`src/rtl/sa_dbuf_pkg.sv`:
```
package sa_dbuf_pkg;

  // Host register kinds selected by hostKind
  typedef enum logic [1:0] {
    KIND_CTRL = 2'd0,
    KIND_PTR  = 2'd1,
    KIND_STAT = 2'd2,
    KIND_MASK = 2'd3
  } hostKind_t;

  // Control word fields
  localparam int CW_DB_EN   = 0;
  localparam int CW_SA_IRQ  = 1;
  localparam int CW_EXP_LSB = 2;

  // Status / mask bit positions
  localparam int ST_EOM = 0;
  localparam int ST_ERR = 1;
  localparam int ST_HIT = 2;
  localparam int ST_OVR = 3;
  localparam int ST_W   = 4;

  // Strobes from message control to datapath
  typedef struct packed {
    logic wordWr;
    logic endValid;
    logic endError;
    logic overrun;
    logic rx;
  } msgStb_t;

endpackage

```
`src/rtl/sa_dbuf_ctrl.sv`:
```
module sa_dbuf_ctrl
  import sa_dbuf_pkg::*;
#(
  parameter int SA_W  = 5,
  parameter int IDX_W = 5
) (
  input  logic             clk,
  input  logic             rstN,
  input  logic             msgStart,
  input  logic [SA_W-1:0]  msgSa,
  input  logic             msgRx,
  input  logic             wordStrobe,
  input  logic             msgEndValid,
  input  logic             msgEndError,
  output msgStb_t          stb,
  output logic [SA_W-1:0]  curSa,
  output logic [IDX_W-1:0] wordIdx,
  output logic [IDX_W:0]   wordCnt
);

  localparam logic [IDX_W-1:0] IDX_LAST = '1;
  localparam logic [IDX_W:0]   CNT_FULL = {1'b1, {IDX_W{1'b0}}};

  logic msgOpen;
  logic rxQ;

  always_ff @(posedge clk or negedge rstN) begin
    if (!rstN) begin
      msgOpen <= 1'b0;
      rxQ     <= 1'b0;
      curSa   <= '0;
      wordIdx <= '0;
      wordCnt <= '0;
    end else if (msgStart) begin
      msgOpen <= 1'b1;
      rxQ     <= msgRx;
      curSa   <= msgSa;
      wordIdx <= '0;
      wordCnt <= '0;
    end else if (msgOpen) begin
      if (wordStrobe) begin
        if (wordIdx != IDX_LAST) wordIdx <= wordIdx + 1'b1;
        if (wordCnt != CNT_FULL) wordCnt <= wordCnt + 1'b1;
      end
      if (msgEndValid || msgEndError) msgOpen <= 1'b0;
    end
  end

  always_comb begin
    stb.wordWr   = msgOpen && wordStrobe;
    stb.endValid = msgOpen && msgEndValid && !msgEndError;
    stb.endError = msgOpen && msgEndError;
    stb.overrun  = msgOpen && wordStrobe && (wordCnt == CNT_FULL);
    stb.rx       = rxQ;
  end

endmodule

```
`src/rtl/sa_dbuf_dp.sv`:
```
module sa_dbuf_dp
  import sa_dbuf_pkg::*;
#(
  parameter int SA_W   = 5,
  parameter int IDX_W  = 5,
  parameter int PTR_W  = 16,
  parameter int DATA_W = 16
) (
  input  logic              clk,
  input  logic              rstN,
  input  msgStb_t           stb,
  input  logic [SA_W-1:0]   curSa,
  input  logic [IDX_W-1:0]  wordIdx,
  input  logic [IDX_W:0]    wordCnt,
  input  logic              hostWr,
  input  logic [1:0]        hostKind,
  input  logic [SA_W-1:0]   hostSa,
  input  logic [DATA_W-1:0] hostWdata,
  output logic [DATA_W-1:0] hostRdata,
  output logic [PTR_W-1:0]  curPtr,
  output logic [PTR_W-1:0]  wordAddr,
  output logic              wordWe,
  output logic              irq
);

  localparam int NUM_SA = 1 << SA_W;
  localparam int CNT_W  = IDX_W + 1;

  logic [PTR_W-1:0]  ptrMem  [NUM_SA];
  logic [DATA_W-1:0] ctrlMem [NUM_SA];
  logic [ST_W-1:0]   status;
  logic [ST_W-1:0]   maskQ;

  logic              ctrlWrHit;
  logic [DATA_W-1:0] effCtrl;
  logic [CNT_W-1:0]  expWords;
  logic              doToggle;
  logic              saHit;
  logic [ST_W-1:0]   setV;
  logic [ST_W-1:0]   clrV;

  // Host control write to the message's subaddress overrides the stored word
  assign ctrlWrHit = hostWr && (hostKind == KIND_CTRL) && (hostSa == curSa);
  assign effCtrl   = ctrlWrHit ? hostWdata : ctrlMem[curSa];
  assign expWords  = effCtrl[CW_EXP_LSB +: CNT_W];
  assign doToggle  = stb.endValid && stb.rx && effCtrl[CW_DB_EN];
  assign saHit     = stb.endValid && stb.rx && effCtrl[CW_SA_IRQ] &&
                     ((expWords == '0) || (wordCnt >= expWords));

  for (genvar g = 0; g < NUM_SA; g++) begin : gSa
    always_ff @(posedge clk or negedge rstN) begin
      if (!rstN) begin
        ptrMem[g]  <= PTR_W'(g) << (IDX_W + 1);
        ctrlMem[g] <= '0;
      end else begin
        if (hostWr && (hostKind == KIND_CTRL) && (hostSa == SA_W'(g)))
          ctrlMem[g] <= hostWdata;
        if (hostWr && (hostKind == KIND_PTR) && (hostSa == SA_W'(g)))
          ptrMem[g] <= hostWdata[PTR_W-1:0];
        else if (doToggle && (curSa == SA_W'(g)))
          ptrMem[g][IDX_W] <= ~ptrMem[g][IDX_W];
      end
    end
  end

  always_comb begin
    setV         = '0;
    setV[ST_EOM] = stb.endValid;
    setV[ST_ERR] = stb.endError;
    setV[ST_HIT] = saHit;
    setV[ST_OVR] = stb.overrun;
    clrV = (hostWr && (hostKind == KIND_STAT)) ? hostWdata[ST_W-1:0] : '0;
  end

  always_ff @(posedge clk or negedge rstN) begin
    if (!rstN) begin
      status <= '0;
      maskQ  <= '0;
    end else begin
      status <= (status & ~clrV) | setV;
      if (hostWr && (hostKind == KIND_MASK)) maskQ <= hostWdata[ST_W-1:0];
    end
  end

  always_comb begin
    case (hostKind)
      KIND_CTRL: hostRdata = ctrlMem[hostSa];
      KIND_PTR:  hostRdata = DATA_W'(ptrMem[hostSa]);
      KIND_STAT: hostRdata = DATA_W'(status);
      default:   hostRdata = DATA_W'(maskQ);
    endcase
  end

  assign curPtr   = ptrMem[curSa];
  assign wordAddr = curPtr + PTR_W'(wordIdx);
  assign wordWe   = stb.wordWr;
  assign irq      = |(status & maskQ);

endmodule

```
`src/rtl/sa_dbuf_mgr.sv`:
```
module sa_dbuf_mgr
  import sa_dbuf_pkg::*;
#(
  parameter int SA_W   = 5,
  parameter int IDX_W  = 5,
  parameter int PTR_W  = 16,
  parameter int DATA_W = 16
) (
  input  logic              clk,
  input  logic              rstN,
  input  logic              msgStart,
  input  logic [SA_W-1:0]   msgSa,
  input  logic              msgRx,
  input  logic              wordStrobe,
  input  logic              msgEndValid,
  input  logic              msgEndError,
  output logic              wordWe,
  output logic [PTR_W-1:0]  wordAddr,
  input  logic              hostWr,
  input  logic [1:0]        hostKind,
  input  logic [SA_W-1:0]   hostSa,
  input  logic [DATA_W-1:0] hostWdata,
  output logic [DATA_W-1:0] hostRdata,
  output logic              irq
);

  msgStb_t          stb;
  logic [SA_W-1:0]  curSa;
  logic [IDX_W-1:0] wordIdx;
  logic [IDX_W:0]   wordCnt;
  logic [PTR_W-1:0] curPtr;

  sa_dbuf_ctrl #(.SA_W(SA_W), .IDX_W(IDX_W)) ctrlInst (
    .clk(clk), .rstN(rstN),
    .msgStart(msgStart), .msgSa(msgSa), .msgRx(msgRx),
    .wordStrobe(wordStrobe), .msgEndValid(msgEndValid), .msgEndError(msgEndError),
    .stb(stb), .curSa(curSa), .wordIdx(wordIdx), .wordCnt(wordCnt)
  );

  sa_dbuf_dp #(.SA_W(SA_W), .IDX_W(IDX_W), .PTR_W(PTR_W), .DATA_W(DATA_W)) dpInst (
    .clk(clk), .rstN(rstN),
    .stb(stb), .curSa(curSa), .wordIdx(wordIdx), .wordCnt(wordCnt),
    .hostWr(hostWr), .hostKind(hostKind), .hostSa(hostSa),
    .hostWdata(hostWdata), .hostRdata(hostRdata),
    .curPtr(curPtr), .wordAddr(wordAddr), .wordWe(wordWe), .irq(irq)
  );

endmodule

```
`config.mk`:
```
export PLATFORM = sky130hd
export DESIGN_NAME = sa_dbuf_mgr
export DESIGN_NICKNAME = d
export VERILOG_FILES = /design/src/rtl/sa_dbuf_pkg.sv /design/src/rtl/sa_dbuf_ctrl.sv /design/src/rtl/sa_dbuf_dp.sv /design/src/rtl/sa_dbuf_mgr.sv
export SDC_FILE = /design/constraint.sdc
export NUM_CORES = 2
export LEC_CHECK = 0
export CAP_MARGIN = 40
export CORE_UTILIZATION = 45
export CTS_CLUSTER_SIZE = 10
export DETAILED_ROUTE_END_ITERATION = 6
export DONT_BUFFER_PORTS = 1
export GPL_TIMING_DRIVEN = 0
export RECOVER_POWER = 25
export SLEW_MARGIN = 40
export SYNTH_ARGS = -nofsm -noshare
export SYNTH_HDL_FRONTEND = slang
export SYNTH_SLANG_ARGS = --single-unit
```
`constraint.sdc`:
```
create_clock -name clk -period 5.6 [get_ports clk]
set_clock_uncertainty 0.05 [all_clocks]
set_input_delay 0.56 -clock clk [delete_from_list [all_inputs] [get_ports clk]]
set_output_delay 0.56 -clock clk [all_outputs]
set_load 0.02 [all_outputs]
```
==> metrics.log <==
INFO  metric status = complete, but fails checks
INFO  metric failed_checks = capacitance limit, slew limit
INFO  metric synth-compound-area-share = 1.875%
INFO  metric die_h = 352.2 µm
INFO  metric antenna_left = 0
INFO  metric r2r-end = dpInst.status[2]$_DFF_PN0_
INFO  metric clock_pin_slew_on_the_worst_setup_and_hold_paths = 0.06 ns
INFO  metric critPathLaunch = ctrlInst.curSa[1]$_DFFE_PN0P_
INFO  metric multi_input_area = 27420 µm²
INFO  metric cts.sink_count = 1050
INFO  metric layout_setup_ws = 0.06580 ns
INFO  metric floorplan.die_area = 124000 µm²
INFO  metric post_syn_instances = 3597
INFO  metric timing.slew.headroom = -130.3%
INFO  metric timing.final.crit_period = 5.534 ns
INFO  metric dr.first_iter.drc_count = 4430
INFO  metric power.density_cell_area = 314.4 nW/µm²
INFO  metric period_share = 98.83%
INFO  metric maxCapViolCount = 3
INFO  metric route.vias.total = 36620
INFO  metric yosys-mux-area-fraction = 42.79%
INFO  metric syn_avg_cell_area = 15.34 µm²
INFO  metric route.detailed.vias_per_inst = 6.646
INFO  metric worstSetupEndpoint = wordAddr[14]
INFO  metric place_congestion = 1.016
INFO  metric final_design_area_no_fill = 62370 µm²
INFO  metric clk_latency = 0.74 ns
INFO  metric core-area = 121700 µm²
INFO  metric cp-start-kind = flop
INFO  metric wirelength_per_cell = 38.57 µm
INFO  metric cts.htree.levels = 3
INFO  metric yosysMostFrequentCell = sky130_fd_sc_hd__mux2_2
INFO  metric synth.ff_latch_count = 1050
INFO  metric wl = 212.5 mm
INFO  metric fillerInstances = 10330
INFO  metric instances_no_fill = 5510
INFO  metric rrSetupSlack = 0.25 ns
INFO  metric post-place-cells = 5242
INFO  metric type_of_the_most_critical_hold_path = input pin to flop
INFO  metric layout.nets = 3836
INFO  metric grt_antenna_before_repair = 16
INFO  metric grt_start_max_net_pins = 178
INFO  metric synth_xor_xnor_area_share = 0.9500%
INFO  metric synth_top_cell_by_area = sky130_fd_sc_hd__dfrtp_1
INFO  metric place_area = 57830 µm²
INFO  metric synthDistinctLibCells = 69
INFO  metric final_layout_size_suffix_gt1_share = 52.11%
INFO  metric flip_flop_and_latch_area = 26380 µm²
INFO  metric synth_top_cell_area_share = 43.99%
INFO  metric measured_slew_at_the_worst_slew_check_pin = 3.454 ns
INFO  metric synth_top_family_by_area = multiplexers
INFO  metric post_synth_main_area_contributors = sky130_fd_sc_hd__dfrtp_1 (44%), sky130_fd_sc_hd__mux4_2 (20%), sky130_fd_sc_hd__mux2_2 (20%), sky130_fd_sc_hd__dfstp_2 (3.8%), sky130_fd_sc_hd__mux2i_1 (1.7%)
INFO  metric synth_seq_area_share = 47.80%
INFO  metric hold_path_depth = 2
INFO  metric clk_root_buffer_cell = sky130_fd_sc_hd__clkbuf_16
INFO  metric synth-async-reset-ratio = 100.0%
INFO  metric critPathArrivalTime = 4.92 ns
INFO  metric cts_made_buffers = 119
INFO  metric required_arrival_time_at_the_worst_endpoint = 4.99 ns
INFO  metric grt_pass1_wl = 295.9 mm
INFO  metric p_total = 19.61 mW
INFO  metric setup.worst_path.class = flop to output port
INFO  metric global_route_total_overflow = 0
INFO  metric initial_core_util = 45.34%
INFO  metric synth.net_count = 3649
INFO  metric final_hold_viol_count = 0
INFO  metric die_span_in_x = 352.2 µm
INFO  metric reg2reg_depth = 15
INFO  metric placement.setup.worst_slack = -1.084 ns
INFO  metric number_of_rows_created_at_floorplan = 128
INFO  metric drc = 0
INFO  metric detailedPlacementHpwl = 155.9 mm
INFO  metric critPathCaptureType = output port
INFO  metric rr_startpoint = ctrlInst.curSa[2]$_DFFE_PN0P_
INFO  metric ioPinCount = 70
INFO  metric yosys.area_share.simple = 3.199%
INFO  metric grt_setup_unrepaired = true
INFO  metric p_leak = 27.95 nW
INFO  metric grt_pass1_vias = 36380
INFO  metric most_instantiated_cells_after_synthesis = sky130_fd_sc_hd__mux2_2 (985), sky130_fd_sc_hd__dfrtp_1 (970), sky130_fd_sc_hd__mux4_2 (500)
INFO  metric report.final.slew_viol_count = 306
INFO  metric critPathMaxFanout = 10
INFO  metric cts_buffer_depth = 3
INFO  metric netlist_area = 55180 µm²
INFO  metric synth_adder_area_share = 0.3764%
INFO  metric port-buffer-count = 0
INFO  metric setup_total_negative_slack = 0 ns
INFO  metric fmaxAchievable = 180.7 MHz
INFO  metric area_growth_syn_to_layout = 13.02%
INFO  metric ir_drop = 0.0002431 V
INFO  metric finalSetupViolCount = 0
INFO  metric synth_top_flop_cell = sky130_fd_sc_hd__dfrtp_1
INFO  metric synthesis.yosys.warnings = 0
INFO  metric cts_tree = done
INFO  metric drt_first_pass_iters = 6
INFO  metric grt.total_usage = 34.46%
INFO  metric synth-edff-count = 0
## flip-flops by register name, indices dropped and copies added, names as in the netlist
signal and cells:
dpInst.ptrMem 512, dpInst.status 4, dpInst.maskQ 4, ctrlInst.msgOpen 1, ctrlInst.wordCnt 6, dpInst.ctrlMem 512
ctrlInst.curSa 5, ctrlInst.rxQ 1, ctrlInst.wordIdx 5
## how the worst min path moves through the flow
stage / from / endpoint / slack (ns)
6_report: msgEndError / ctrlInst.msgOpen$_DFF_PN0_ / 0.05
4_1_cts: msgEndError / ctrlInst.msgOpen$_DFF_PN0_ / 0.02
3_3_place_gp: rstN / dpInst.ptrMem[290]$_DFFE_PN0P_ / 0.35
2_1_floorplan: rstN / ctrlInst.curSa[0]$_DFFE_PN0P_ / 0.21
5_1_grt: msgEndError / dpInst.status[0]$_DFF_PN0_ / 0.08
3_5_place_dp: rstN / dpInst.ptrMem[290]$_DFFE_PN0P_ / 0.22
## cells in the final DEF, fill, tap and decap left out, types with 17 or more instances in the layout
cell type	instances
sky130_fd_sc_hd__o22ai_1	24
sky130_fd_sc_hd__xor2_1	31
sky130_fd_sc_hd__dfstp_2	80
sky130_fd_sc_hd__mux2i_1	91
sky130_fd_sc_hd__nor2_2	19
sky130_fd_sc_hd__clkbuf_16	120
sky130_fd_sc_hd__clkbuf_2	64
sky130_fd_sc_hd__buf_2	64
sky130_fd_sc_hd__nor2_1	76
sky130_fd_sc_hd__buf_4	50
sky130_fd_sc_hd__mux2_2	985
sky130_fd_sc_hd__buf_6	22
sky130_fd_sc_hd__xnor2_1	18
sky130_fd_sc_hd__nand2_1	144
sky130_fd_sc_hd__nor3_1	23
sky130_fd_sc_hd__nor2b_1	17
sky130_fd_sc_hd__o21ai_0	35
sky130_fd_sc_hd__mux4_2	500
sky130_fd_sc_hd__a21oi_1	39
sky130_fd_sc_hd__clkbuf_1	221
sky130_fd_sc_hd__buf_16	25
sky130_fd_sc_hd__a22oi_1	18
sky130_fd_sc_hd__dfrtp_1	969
## worst max-delay path: stages, from the launching register on
cell                      delay [ns]
sky130_fd_sc_hd__dfrtp_1        0.41
sky130_fd_sc_hd__buf_12         0.14
sky130_fd_sc_hd__buf_16         0.17
sky130_fd_sc_hd__buf_16         0.17
sky130_fd_sc_hd__buf_16         0.19
sky130_fd_sc_hd__buf_16         0.16
sky130_fd_sc_hd__buf_12         0.14
sky130_fd_sc_hd__mux4_2         0.33
sky130_fd_sc_hd__mux4_2         0.46
sky130_fd_sc_hd__nand2_1        0.09
sky130_fd_sc_hd__nand2_2        0.09
sky130_fd_sc_hd__ha_2           0.19
sky130_fd_sc_hd__fa_2           0.35
sky130_fd_sc_hd__a21o_1         0.18
sky130_fd_sc_hd__a21oi_2        0.17
sky130_fd_sc_hd__inv_1          0.09
sky130_fd_sc_hd__a21oi_4        0.17
sky130_fd_sc_hd__buf_12         0.19
sky130_fd_sc_hd__nor3_4         0.07
sky130_fd_sc_hd__nand3_2        0.12
sky130_fd_sc_hd__xor2_2         0.28
## metrics by stage
stage	hold WS, ns	util (%)
after floorplan	0.2144	-
after detailed placement	0.2159	47.51
after CTS	0.01820	51.06
after global routing	0.07952	51.23
after global placement	0.3487	47.01
final	0.05026	51.24
## cells by family (layout without fill, tap and decap cells)
kind of cell,after synthesis,in the layout
and+or+nand+nor,369,369
DFF,1050,1050
xor gates and xnor gates,59,59
other,0,7
muxes,1590,1590
adders and majority gates,16,16
buffers and inverters,348,629
AOI/OAI and AO/OA,165,165
## power breakdown
group	leakage, nW	internal (mW)	switching, mW	total, mW
clock network	1.70	4.15	3.27	7.42
logic	12.3	1.57	1.89	3.47
registers	14.0	8.27	0.455	8.72
total	28.0	14.0	5.62	19.6
## what timing repair did
item / in CTS / in global routing
hold endpoints to repair: 313 / 0
gates resized for setup: 109 / 12
buffers inserted: 30 / 7
pin swaps: 3 / 9
setup endpoints to repair: 16 / 10
hold buffers: 9 / 0
## final cells by class
| type | instances | share of cell area (%) |
|---|---|---|
| clock buffers | 208 | 5.489 |
| plain buffers | 334 | 3.324 |
| multi-input cells | 2199 | 43.96 |
| well taps | 1625 | 3.260 |
| diodes | 7 | 0.02809 |
| repair buffers | 71 | 1.394 |
| inverters | 9 | 0.05617 |
| flip-flops and latches | 1050 | 42.29 |
| clock inverters | 7 | 0.1926 |
## metal layers
layer  track usage, %  vias to the layer above  wire (µm)
met3            12.58                      485      26380
met4            15.83                        4      11240
met2            48.62                     2143      90580
li1                 -                    14130          -
met5                0                        -        153
met1            47.37                    19850      84140
No activity file was read; power rests on OpenSTA's default activity.
